$ cat config.mk
export PLATFORM = sky130hd
export DESIGN_NAME = vid656_tx
export DESIGN_NICKNAME = d
export VERILOG_FILES = /design/src/rtl/vid656_pkg.sv /design/src/rtl/vid656_timing.sv /design/src/rtl/vid656_flags.sv /design/src/rtl/vid656_dp.sv /design/src/rtl/vid656_tx.sv
export SDC_FILE = /design/constraint.sdc
export NUM_CORES = 1
export LEC_CHECK = 0
export ABC_AREA = 0
export BUFFER_PORTS_ARGS = -buffer_cell sky130_fd_sc_hd__buf_2
export CORE_MARGIN = 8
export CORE_UTILIZATION = 50
export DETAILED_ROUTE_END_ITERATION = 7
export GPL_TIMING_DRIVEN = 0
export PLACE_DENSITY_LB_ADDON = 0.2
export SYNTH_ARGS = -nofsm -noshare
export SYNTH_HDL_FRONTEND = slang
export SYNTH_SLANG_ARGS = --single-unit
$ cat constraint.sdc
create_clock -name clk_i -period 7.64 [get_ports clk_i]
set_input_delay 1.91 -clock clk_i [delete_from_list [all_inputs] [get_ports clk_i]]
set_output_delay 1.91 -clock clk_i [all_outputs]
set_load 0.01 [all_outputs]
$ cat src/rtl/vid656_pkg.sv
package vid656_pkg;
  typedef enum logic [1:0] {PH_EAV, PH_BLANK, PH_SAV, PH_ACT} phase_e;

  localparam logic [7:0] BLK_C = 8'h80;
  localparam logic [7:0] BLK_Y = 8'h10;

  function automatic logic [7:0] clip_sample(input logic [7:0] s);
    if (s == 8'h00) return 8'h01;
    if (s == 8'hFF) return 8'hFE;
    return s;
  endfunction

  function automatic logic [7:0] trs_word(input logic f, input logic v, input logic h);
    return {1'b1, f, v, h, v ^ h, f ^ h, f ^ v, f ^ v ^ h};
  endfunction
endpackage

$ cat src/rtl/vid656_timing.sv
module vid656_timing
  import vid656_pkg::*;
#(
  parameter int LINES = 525,
  parameter int CFG_W = 12,
  localparam int LW = $clog2(LINES + 1)
) (
  input  logic             clk_i,
  input  logic             rst_ni,
  input  logic [CFG_W-1:0] cfg_blank_i,
  input  logic [CFG_W-1:0] cfg_act_i,
  output phase_e           phase_o,
  output logic [1:0]       bi_o,
  output logic [LW-1:0]    line_o
);
  phase_e           phase_q;
  logic [1:0]       bi_q;
  logic [CFG_W-1:0] grp_q;
  logic [LW-1:0]    line_q;
  logic [CFG_W:0]   grp_nx;
  logic             blank_last, act_last;

  assign grp_nx     = {1'b0, grp_q} + {{CFG_W{1'b0}}, 1'b1};
  assign blank_last = grp_nx >= {1'b0, cfg_blank_i};
  assign act_last   = grp_nx >= {1'b0, cfg_act_i};

  always_ff @(posedge clk_i or negedge rst_ni) begin
    if (!rst_ni) begin
      phase_q <= PH_EAV;
      bi_q    <= '0;
      grp_q   <= '0;
      line_q  <= LW'(1);
    end else begin
      bi_q <= bi_q + 2'd1;
      if (bi_q == 2'd3) begin
        unique case (phase_q)
          PH_EAV: begin
            grp_q   <= '0;
            phase_q <= (cfg_blank_i == '0) ? PH_SAV : PH_BLANK;
          end
          PH_BLANK: begin
            if (blank_last) phase_q <= PH_SAV;
            else            grp_q   <= grp_nx[CFG_W-1:0];
          end
          PH_SAV: begin
            grp_q   <= '0;
            phase_q <= PH_ACT;
          end
          default: begin
            if (act_last) begin
              phase_q <= PH_EAV;
              line_q  <= (line_q == LW'(LINES)) ? LW'(1) : line_q + LW'(1);
            end else begin
              grp_q <= grp_nx[CFG_W-1:0];
            end
          end
        endcase
      end
    end
  end

  assign phase_o = phase_q;
  assign bi_o    = bi_q;
  assign line_o  = line_q;
endmodule

$ cat src/rtl/vid656_flags.sv
module vid656_flags #(
  parameter int LINES = 525,
  parameter int F_LO  = 4,
  parameter int F_HI  = 265,
  parameter int V0_HI = 19,
  parameter int V1_LO = 264,
  parameter int V1_HI = 282,
  localparam int LW = $clog2(LINES + 1)
) (
  input  logic [LW-1:0] line_i,
  output logic          f_o,
  output logic          v_o
);
  assign f_o = !((line_i >= LW'(F_LO)) && (line_i <= LW'(F_HI)));
  assign v_o = (line_i <= LW'(V0_HI)) ||
               ((line_i >= LW'(V1_LO)) && (line_i <= LW'(V1_HI)));
endmodule

$ cat src/rtl/vid656_dp.sv
module vid656_dp
  import vid656_pkg::*;
#(
  parameter int LINES = 525,
  localparam int LW = $clog2(LINES + 1)
) (
  input  logic          clk_i,
  input  logic          rst_ni,
  input  phase_e        phase_i,
  input  logic [1:0]    bi_i,
  input  logic [LW-1:0] line_i,
  input  logic          f_i,
  input  logic          v_i,
  input  logic          valid_i,
  input  logic [7:0]    u_i,
  input  logic [7:0]    y0_i,
  input  logic [7:0]    v_samp_i,
  input  logic [7:0]    y1_i,
  output logic          ready_o,
  output logic [7:0]    byte_o,
  output logic          underrun_o,
  output logic [LW-1:0] line_o
);
  logic [7:0]    byte_d, byte_q, hy0_q, hv_q, hy1_q;
  logic          hold_ok_q, under_q, take;
  logic [LW-1:0] line_q;

  assign ready_o = (phase_i == PH_ACT) && (bi_i == 2'd0);
  assign take    = ready_o && valid_i;

  always_comb begin
    byte_d = BLK_Y;
    unique case (phase_i)
      PH_EAV, PH_SAV: begin
        unique case (bi_i)
          2'd0:       byte_d = 8'hFF;
          2'd1, 2'd2: byte_d = 8'h00;
          default:    byte_d = trs_word(f_i, v_i, phase_i == PH_EAV);
        endcase
      end
      PH_BLANK: byte_d = bi_i[0] ? BLK_Y : BLK_C;
      default: begin
        unique case (bi_i)
          2'd0:    byte_d = take ? clip_sample(u_i) : BLK_C;
          2'd1:    byte_d = hold_ok_q ? hy0_q : BLK_Y;
          2'd2:    byte_d = hold_ok_q ? hv_q : BLK_C;
          default: byte_d = hold_ok_q ? hy1_q : BLK_Y;
        endcase
      end
    endcase
  end

  always_ff @(posedge clk_i or negedge rst_ni) begin
    if (!rst_ni) begin
      byte_q    <= BLK_Y;
      under_q   <= 1'b0;
      line_q    <= LW'(1);
      hold_ok_q <= 1'b0;
      hy0_q     <= '0;
      hv_q      <= '0;
      hy1_q     <= '0;
    end else begin
      byte_q  <= byte_d;
      under_q <= ready_o && !valid_i;
      line_q  <= line_i;
      if (take) begin
        hold_ok_q <= 1'b1;
        hy0_q     <= clip_sample(y0_i);
        hv_q      <= clip_sample(v_samp_i);
        hy1_q     <= clip_sample(y1_i);
      end else if (ready_o) begin
        hold_ok_q <= 1'b0;
      end
    end
  end

  assign byte_o     = byte_q;
  assign underrun_o = under_q;
  assign line_o     = line_q;
endmodule

$ cat src/rtl/vid656_tx.sv
module vid656_tx
  import vid656_pkg::*;
#(
  parameter int LINES = 525,
  parameter int CFG_W = 12,
  parameter int F_LO  = 4,
  parameter int F_HI  = 265,
  parameter int V0_HI = 19,
  parameter int V1_LO = 264,
  parameter int V1_HI = 282,
  localparam int LW = $clog2(LINES + 1)
) (
  input  logic             clk_i,
  input  logic             rst_ni,
  input  logic [CFG_W-1:0] cfg_blank_i,
  input  logic [CFG_W-1:0] cfg_act_i,
  input  logic             pair_valid_i,
  output logic             pair_ready_o,
  input  logic [7:0]       pair_u_i,
  input  logic [7:0]       pair_y0_i,
  input  logic [7:0]       pair_v_i,
  input  logic [7:0]       pair_y1_i,
  output logic [7:0]       byte_o,
  output logic             underrun_o,
  output logic [LW-1:0]    line_o
);
  phase_e        phase_w;
  logic [1:0]    bi_w;
  logic [LW-1:0] tline_w;
  logic          f_w, v_w;

  vid656_timing #(.LINES(LINES), .CFG_W(CFG_W)) u_tmg (
    .clk_i(clk_i), .rst_ni(rst_ni),
    .cfg_blank_i(cfg_blank_i), .cfg_act_i(cfg_act_i),
    .phase_o(phase_w), .bi_o(bi_w), .line_o(tline_w)
  );

  vid656_flags #(
    .LINES(LINES), .F_LO(F_LO), .F_HI(F_HI),
    .V0_HI(V0_HI), .V1_LO(V1_LO), .V1_HI(V1_HI)
  ) u_flg (
    .line_i(tline_w), .f_o(f_w), .v_o(v_w)
  );

  vid656_dp #(.LINES(LINES)) u_dp (
    .clk_i(clk_i), .rst_ni(rst_ni),
    .phase_i(phase_w), .bi_i(bi_w), .line_i(tline_w),
    .f_i(f_w), .v_i(v_w),
    .valid_i(pair_valid_i), .u_i(pair_u_i), .y0_i(pair_y0_i),
    .v_samp_i(pair_v_i), .y1_i(pair_y1_i),
    .ready_o(pair_ready_o), .byte_o(byte_o),
    .underrun_o(underrun_o), .line_o(line_o)
  );
endmodule

-- Word-level counts from Yosys, hierarchy flattened
Index checks and enable logic that the tools add are counted.
Widths: inputs -> output; s select.
- add/subtract/negate cells: 3
- eq/ne operators: 14
- bitwise operators: 5
- reduce and logical (&&, ||, !) cells: 23
- multiplexer cells: 56
- magnitude comparators: 7
- operators with widths (operator ; number):
    $mux 8 ; 21
    $eq 8x8->1 const B ; 4
    $logic_not 8->1 ; 4
    $pmux 8 s2 ; 2
    $ge 13x12->1 ; 2
    $mux 1 ; 24
    $mux 12 ; 2
    $pmux 12 s2 ; 1
    $pmux 8 s3 ; 1
    $le 10x9->1 const B ; 2
    $add 12x1->13 const B ; 1
    $logic_not 12->1 ; 1
    $add 10x1->10 const B ; 1
    $eq 10x10->1 const B ; 1
    $ge 10x3->1 const B ; 1
    $ge 10x9->1 const B ; 1
    $le 10x5->1 const B ; 1
    $mux 10 ; 1
    $reduce_and 3->1 ; 3
    $eq 2x2->1 const B ; 4
    $mux 2 ; 3
    $pmux 2 s3 ; 1
    $logic_and 1x1->1 ; 5
    $eq 2x1->1 const B ; 2
    12 further kinds ; 19
- logic and storage cells: 119
- flip-flop bits (word level): 70
- input bits: 59
- output and inout bits: 20

-- Logic depth before layout (Yosys ltp)
Gate-level depths: netlist of run 1.
- word-level depth: 12
- gate-level depth with buffers: 14
- depth with buffers taken out: 13

-- By module
Synthesis of run 1 repeated with hierarchy kept, for this count alone.
- cell total of the unflattened synthesis: 432
- area total of the unflattened synthesis: 4347.9 sq um
- modules (own cells, without submodules) (module ; times used ; area each (sq um) ; cells each ; seq. area each (sq um)):
    vid656_timing ; 1 ; 2205.9 ; 241 ; 651.9
    vid656_dp ; 1 ; 2064.5 ; 179 ; 1103.6
    vid656_flags ; 1 ; 77.6 ; 12 ; 0.0

-- Least setup slack after synthesis of run 1
OpenSTA, ideal clock, no wires.
- path kind: input port to flip-flop
- start point: input cfg_blank_i[7]
- end point: register u_tmg.grp_q[5]
- library setup time: 0.121 ns
- data required time: 7.519 ns
- cell stages on the path: 10
- data arrival time: 3.718 ns
- buffers on the path: 1
- setup slack: 3.801 ns
- path through: inv_1 -> ha_1 -> a21o_1 -> a211o_1 -> a41oi_1 -> a31oi_1 -> nor3_2 -> a22oi_2 -> buf_2 -> a22o_1
- longest elaborated chain between the ends: 3
- ends and longest elaborated chain (item ; RTL line ; RTL):
    start: declaration ; vid656_tx.sv:15 ; input logic [CFG_W-1:0] cfg_blank_i,
    $ge 13x12->1 ; vid656_timing.sv:24 ; assign blank_last = grp_nx >= {1'b0, cfg_blank_i};
    $ne 2x2->1 (no source line) ; - ;
    $reduce_and 3->1 (no source line) ; - ;
    end signal: assignment ; vid656_timing.sv:43 ; else grp_q <= grp_nx[CFG_W-1:0];
    end signal: assignment ; vid656_timing.sv:54 ; grp_q <= grp_nx[CFG_W-1:0];
    end: declaration ; vid656_timing.sv:18 ; logic [CFG_W-1:0] grp_q;
Every way passes these cells.
A chain may end at the register's enable or synchronous reset.

-- Final worst setup path of run 1
- start point: input cfg_blank_i[7]
- end point: register u_tmg.grp_q[8]
The elaborated chain is that of the path after synthesis.

==> results of run 1 <==
-- kinds of logic (layout without fill, tap and decap cells) --
kind of cell,Yosys count,in the layout,synth area share (%)
multiplexers,3,3,0.7519
flip-flops,70,70,40.57
adder cells (fa/ha/maj),38,38,10.99
buffers and inverters,58,151,5.350
AND/OR/NAND/NOR,199,199,22.01
AO/OA/AOI/OAI,114,114,17.32
XOR/XNOR,14,14,3.008
-- per-layer routing --
metal	vias up	wire (um)	part of all wire [%]	GRT usage (%)
met5	-	0	0	0
met4	0	170	1.6	5.474
met2	103	5051	48	28.12
met1	1860	4841	46	24.39
li1	1900	-	-	-
met3	16	543	5.1	3.369
-- sequential cells by signal, indices dropped and copies added (netlist names) --
signal           count
u_dp.byte_o          8
u_tmg.grp_q         12
u_tmg.phase_o        2
u_tmg.bi_o           2
u_tmg.line_o        10
u_dp.line_o         10
u_dp.hy0_q           8
u_dp.hv_q            8
u_dp.underrun_o      1
u_dp.hy1_q           8
u_dp.hold_ok_q       1
-- placed cells by master (no fill, tap or decap), types with 2 or more instances in the layout --
master and instances:
a211oi_1 3, a21o_1 6, a21oi_1 20, a22o_1 9
a22oi_1 6, a31oi_1 5, a41oi_1 2, and3_1 4
buf_2 79, buf_4 2, bufinv_16 2, clkbuf_1 16
clkbuf_8 9, clkinv_2 3, dfrtp_1 67, dfstp_2 3
ha_1 38, inv_1 38, nand2_1 95, nand2b_1 6
nand3_1 14, nand4_1 11, nor2_1 35, nor2b_1 6
nor3_1 5, nor3_2 2, nor4_1 6, nor4_2 2
o21ai_0 37, o221ai_1 2, o22a_1 2, o22ai_1 2
o31ai_1 9, or2_1 2, or2_2 2, or4_1 3
xnor2_1 8, xor2_1 5
-- stage by stage --
step	area [um^2]	hold slack (ps)	total power, uW
after global placement	4852	379.6	834.3
final	5057	394.3	1163
after global routing	5057	405.9	1240
after floorplan	4327	365.0	731.1
after CTS	5057	397.9	1167
after detailed placement	4855	380.7	853.2
-- where the power goes --
part	leakage [uW]	switching [uW]	internal [uW]	total (uW)
combinational	0.00162	196	137	333
sequential	0.000918	62.1	454	516
clock	0.000106	134	181	314
-- layout make-up --
type	instances	share of cell area, %
buffer	20	1.757
multi-input combinational	368	46.26
sequential	70	34.71
clock inverter	5	1.484
inverter	38	2.820
timing repair buffer	78	7.768
tap	108	2.672
clock buffer	10	2.523
-- path summary, 6_finish.rpt --
path / start / end / slack (ps) / cells after the start
min: u_tmg.line_o[3] / u_dp.line_o[3] / 390 / 0
min in group asynchronous: rst_ni / u_dp.line_o[7] / 1700 / 1
max: cfg_blank_i[7] / u_tmg.grp_q[8] / 3680 / 11
max reg2reg: u_tmg.grp_q[0] / u_tmg.line_o[3] / 4140 / 13
max in group asynchronous: rst_ni / u_dp.hv_q[7] / 5370 / 1
min reg2reg: u_tmg.line_o[3] / u_dp.line_o[3] / 390 / 0
-- worst max-delay path, cell delays in order --
cell     delay (ps)
buf_2           100
inv_1            40
ha_1            310
a21o_1          190
a211o_1         290
a41oi_1         240
a31oi_1         180
nor3_2          290
a22oi_2         160
buf_2           220
a22o_1          260
==> impl_metrics.env, run 1 <==
export IMPL_yosysMostFrequentCell="nand2_1"
export IMPL_antenna_cells=0
export IMPL_synthTopCellsByArea="dfrtp_1 (39%), ha_1 (11%), nand2_1 (8.2%)"
export IMPL_outcome="finished, final reports clean"
export IMPL_drive_gt1_share_pct=19.69
export IMPL_die_h_um=109.0
export IMPL_pre_cts_slack_ps=3336
export IMPL_grt_usage_pct=17.88
export IMPL_setup_ws_ps=3681
export IMPL_place_inst=682
export IMPL_grt_overflow=0
export IMPL_core_um2=8551
export IMPL_dp_hpwl_mm=8.208
export IMPL_powerDensity_nw_per_um2=230.1
export IMPL_root_buffer="clkbuf_8"
export IMPL_clockBufferDepth=2
export IMPL_yosysUniqueCellTypes=58
export IMPL_cp_max_fo=10
export IMPL_vias=3879
export IMPL_final_net_count=682
export IMPL_cp_arrival_ps=4180
export IMPL_routedWlPerCell_um=15.22
export IMPL_vdd_drop_max_mv=0.08220
export IMPL_grt_max_degree=71
export IMPL_antenna_found_initial=0
export IMPL_initial_core_util_pct=50.60
export IMPL_rsz0062_at_grt="no"
export IMPL_wl_mm=10.61
export IMPL_synth_nets=593
export IMPL_max_freq_ghz=0.2526
export IMPL_postRouteAntennaNets=0
export IMPL_synthCells=496
export IMPL_drv_slew=0
export IMPL_cts_hold_buffers=0
export IMPL_grt_pass1_vias=3677
export IMPL_cts_tree="done"
export IMPL_hold_violations=0
export IMPL_async_flop_share_pct=100.0
export IMPL_startpoint_type="primary input"
export IMPL_vias_per_cell=5.565
export IMPL_numCtsBuffers=9
export IMPL_post_route_util_pct=59.15
export IMPL_fin_crit_sh_pct=51.82
export IMPL_relSlewSlack_pct=41.86
export IMPL_yosysWarnings=0
export IMPL_ys_ff_latch=70
export IMPL_io_pins=79
export IMPL_synth_enable_flop_cells=0
export IMPL_layoutNonFillerInstCount=697
export IMPL_dr_pass1_iters=4
export IMPL_netlist_area_um2=4327
export IMPL_tightest_slew_ps=872.1
export IMPL_h_tree_depth=3
export IMPL_synth_top_cell_by_area="dfrtp_1"
export IMPL_yosysSeqAreaShare_pct=40.57
export IMPL_clock_latency_ps=330
export IMPL_clkTransAtPathRegs_ps=70
export IMPL_crit_required_ps=7860
export IMPL_skew_ps=12.05
export IMPL_p_leak_uw=0.002648
export IMPL_die_w_um=109.0
export IMPL_hp_class="flop to flop"
export IMPL_drt_initial_drc_count=178
export IMPL_avgSynthCellArea_um2=8.723
export IMPL_post_cts_buffers=0
export IMPL_maxCapViolCount=0
export IMPL_setup_viol=0
export IMPL_rows=34
export IMPL_io_buffers=78
export IMPL_synth_main_ff_cell="dfrtp_1"
export IMPL_fillCellCount=739
export IMPL_netlist_top_cells_count="nand2_1 (95), dfrtp_1 (67), ha_1 (38), inv_1 (38), o21ai_0 (37)"
export IMPL_regArea_um2=1755
export IMPL_grt_pass1_wl_mm=17.22
export IMPL_cts_resized=0
export IMPL_die_area_um2=11890
export IMPL_drc_errors=0
export IMPL_multi_input_area_um2=2340
export IMPL_critPathCaptureType="flop"
export IMPL_clock_sinks=70
export IMPL_globalplace_congestion=0.8825
export IMPL_final_min_clock_period_ps=3959
export IMPL_synth_top_area_share_pct=38.75
export IMPL_syn_to_final_growth_pct=16.89
export IMPL_crit_type="primary input to flop"
export IMPL_fin_setup_tns_ps=0
No activity file was read; power rests on OpenSTA's default activity.
==> run 2: changes to the inputs <==
ABC_AREA = 1   (was 0)
clock period = 3.44 ns   (was 7.64 ns; I/O delays follow)
==> impl_metrics.env, run 2 <==
export IMPL_outcome="finished, final reports clean"
export IMPL_avgSynthCellArea_um2=7.637
export IMPL_globalplace_congestion=0.8955
export IMPL_yosysWarnings=0
export IMPL_synthCells=609
export IMPL_cp_max_fo=10
export IMPL_cts_tree="done"
export IMPL_core_um2=9153
export IMPL_die_w_um=112.4
export IMPL_clock_latency_ps=350
export IMPL_dp_hpwl_mm=8.773
export IMPL_setup_ws_ps=464.5
export IMPL_fillCellCount=845
export IMPL_place_inst=798
export IMPL_max_freq_ghz=0.3361
export IMPL_slowest_stage="dfrtp_1"
export IMPL_initial_core_util_pct=50.81
export IMPL_rsz0062_at_grt="no"
export IMPL_largest_reg_flops=12
export IMPL_place_area_um2=5182
export IMPL_routedWlPerCell_um=13.59
export IMPL_grt_max_degree=71
export IMPL_syn_to_final_growth_pct=16.49
export IMPL_fin_setup_tns_ps=0
export IMPL_rows=35
export IMPL_drt_initial_drc_count=248
export IMPL_netlist_area_um2=4651
export IMPL_yosysUniqueCellTypes=38
export IMPL_pre_cts_slack_ps=395.1
export IMPL_whs_ps=371.1
export IMPL_clock_sinks=70
export IMPL_ys_ff_latch=70
export IMPL_fin_crit_sh_pct=86.50
export IMPL_synth_top_cell_by_area="dfrtp_1"
export IMPL_dr_pass1_iters=4
export IMPL_numCtsBuffers=9
export IMPL_clkTransAtPathRegs_ps=70
export IMPL_async_flop_share_pct=100.0
export IMPL_clockBufferDepth=2
export IMPL_final_common_cell="nand2_1"
export IMPL_relSlewSlack_pct=42.51
export IMPL_cts_resized=0
export IMPL_hp_class="flop to flop"
export IMPL_layoutNonFillerInstCount=814
export IMPL_hold_violations=0
export IMPL_crit_required_ps=3670
export IMPL_drv_slew=0
export IMPL_critPathCaptureType="flop"
export IMPL_vdd_drop_max_mv=0.2987
export IMPL_synth_nets=706
export IMPL_drc_errors=0
export IMPL_grt_pass1_wl_mm=19.36
export IMPL_final_cell_mix="nand2_1 (146), inv_1 (98), buf_2 (83), dfrtp_1 (67), nand3_1 (44)"
export IMPL_wl_mm=11.07
export IMPL_crit_top_cell="nand2_1"
export IMPL_vias_per_cell=5.150
export IMPL_vias=4192
export IMPL_postRouteAntennaNets=0
export IMPL_synth_enable_flop_cells=0
export IMPL_design_area_um2=5418
export IMPL_grt_pass1_vias=4295
export IMPL_maxCapViolCount=0
export IMPL_slowest_delay_ps=490
export IMPL_h_tree_depth=3
export IMPL_antenna_found_initial=0
export IMPL_critical_path_buf_inv_count=2
export IMPL_startpoint_type="flop"
export IMPL_io_buffers=78
export IMPL_tightest_slew_ps=862.3
export IMPL_top_register="u_tmg.grp_q"
export IMPL_synth_top_area_share_pct=36.05
export IMPL_yosysMostFrequentCell="nand2_1"
export IMPL_final_net_count=795
export IMPL_root_buffer="clkbuf_8"
export IMPL_grt_overflow=0
export IMPL_crit_family="simple AND/OR/NAND/NOR gates"
export IMPL_synthTopCellsByArea="dfrtp_1 (36%), nand2_1 (12%), ha_1 (10%)"
export IMPL_cts_hold_buffers=0
export IMPL_crit_type="flop to flop"
export IMPL_p_leak_uw=0.002972
export IMPL_crit_chain="nand3_1, nor2_2, nand2_1, nor2_1, nand2_1, xor2_1, inv_1, ha_1, nand3_1, nor3_1, nand3_2, nand3_4, nand3_4, buf_2, nand4_1, nand2_1"
export IMPL_die_area_um2=12640
export IMPL_yosysSeqAreaShare_pct=37.75
export IMPL_synth_main_ff_cell="dfrtp_1"
export IMPL_final_min_clock_period_ps=2975
export IMPL_grt_usage_pct=18.46
export IMPL_netlist_top_cells_count="nand2_1 (146), inv_1 (98), dfrtp_1 (67)"
export IMPL_powerDensity_nw_per_um2=477.7
export IMPL_post_cts_buffers=0
export IMPL_io_pins=79
export IMPL_antenna_cells=0
export IMPL_setup_viol=0
export IMPL_die_h_um=112.4
export IMPL_drive_gt1_share_pct=17.78
export IMPL_cp_arrival_ps=3210
export IMPL_skew_ps=15.63
run 2: final cells by class:
class	instances	area, um^2	share of cell area (%)
multi-input cells	420	2425	44.76
flip-flops and latches	70	1755	32.40
repair buffers	78	392.9	7.252
inverters	98	367.9	6.790
clock buffers	11	151.4	2.794
well taps	111	138.9	2.564
plain buffers	21	105.1	1.940
clock inverters	5	81.33	1.501
run 2: layer usage:
layer  vias up  track usage [%]  wire length, um
met5         -                0                0
met4         0            4.946              142
met3        12            4.724              445
met2        94            31.75             5304
met1      1914            22.40             5174
li1       2172                -                -
run 2: report_power, final:
part | leakage (uW) | internal [uW] | switching, uW
clock network | 0.000116 | 448 | 312
logic | 0.00195 | 263 | 455
registers | 0.000910 | 995 | 115
total | 0.00297 | 1710 | 883
run 2: worst paths after layout:
check,start,endpoint,slack (ps),cells past startpoint
worst max-delay path,u_tmg.grp_q[0],u_tmg.grp_q[10],460,16
worst min-delay path,u_tmg.line_o[2],u_dp.line_o[2],370,0
worst max register to register,u_tmg.grp_q[0],u_tmg.grp_q[10],460,16
worst min register to register,u_tmg.line_o[2],u_dp.line_o[2],370,0
max in group asynchronous,rst_ni,u_dp.hy1_q[3],2240,1
min in group asynchronous,rst_ni,u_tmg.grp_q[8],620,1
run 2: cell families after synthesis:
family / share of synthesized area (%)
simple gates: 29.19
buf+inv: 10.17
compound gates: 10.04
flops: 37.75
fa+ha+maj: 10.22
xor+xnor: 2.637
run 2: worst reg2reg max path, stage by stage (launching register included):
cell	delay (ps)
dfrtp_1	490
nand3_1	160
nor2_2	180
nand2_1	90
nor2_1	130
nand2_1	80
xor2_1	200
inv_1	110
ha_1	300
nand3_1	100
nor3_1	270
nand3_2	150
nand3_4	130
nand3_4	100
buf_2	210
nand4_1	110
nand2_1	50
run 2: metrics by stage:
step	utilization (%)	power [uW]
after global placement	56.60	1816
after floorplan	-	1576
after global routing	59.19	2764
final	59.19	2588
after detailed placement	56.62	1845
after CTS	59.17	2613
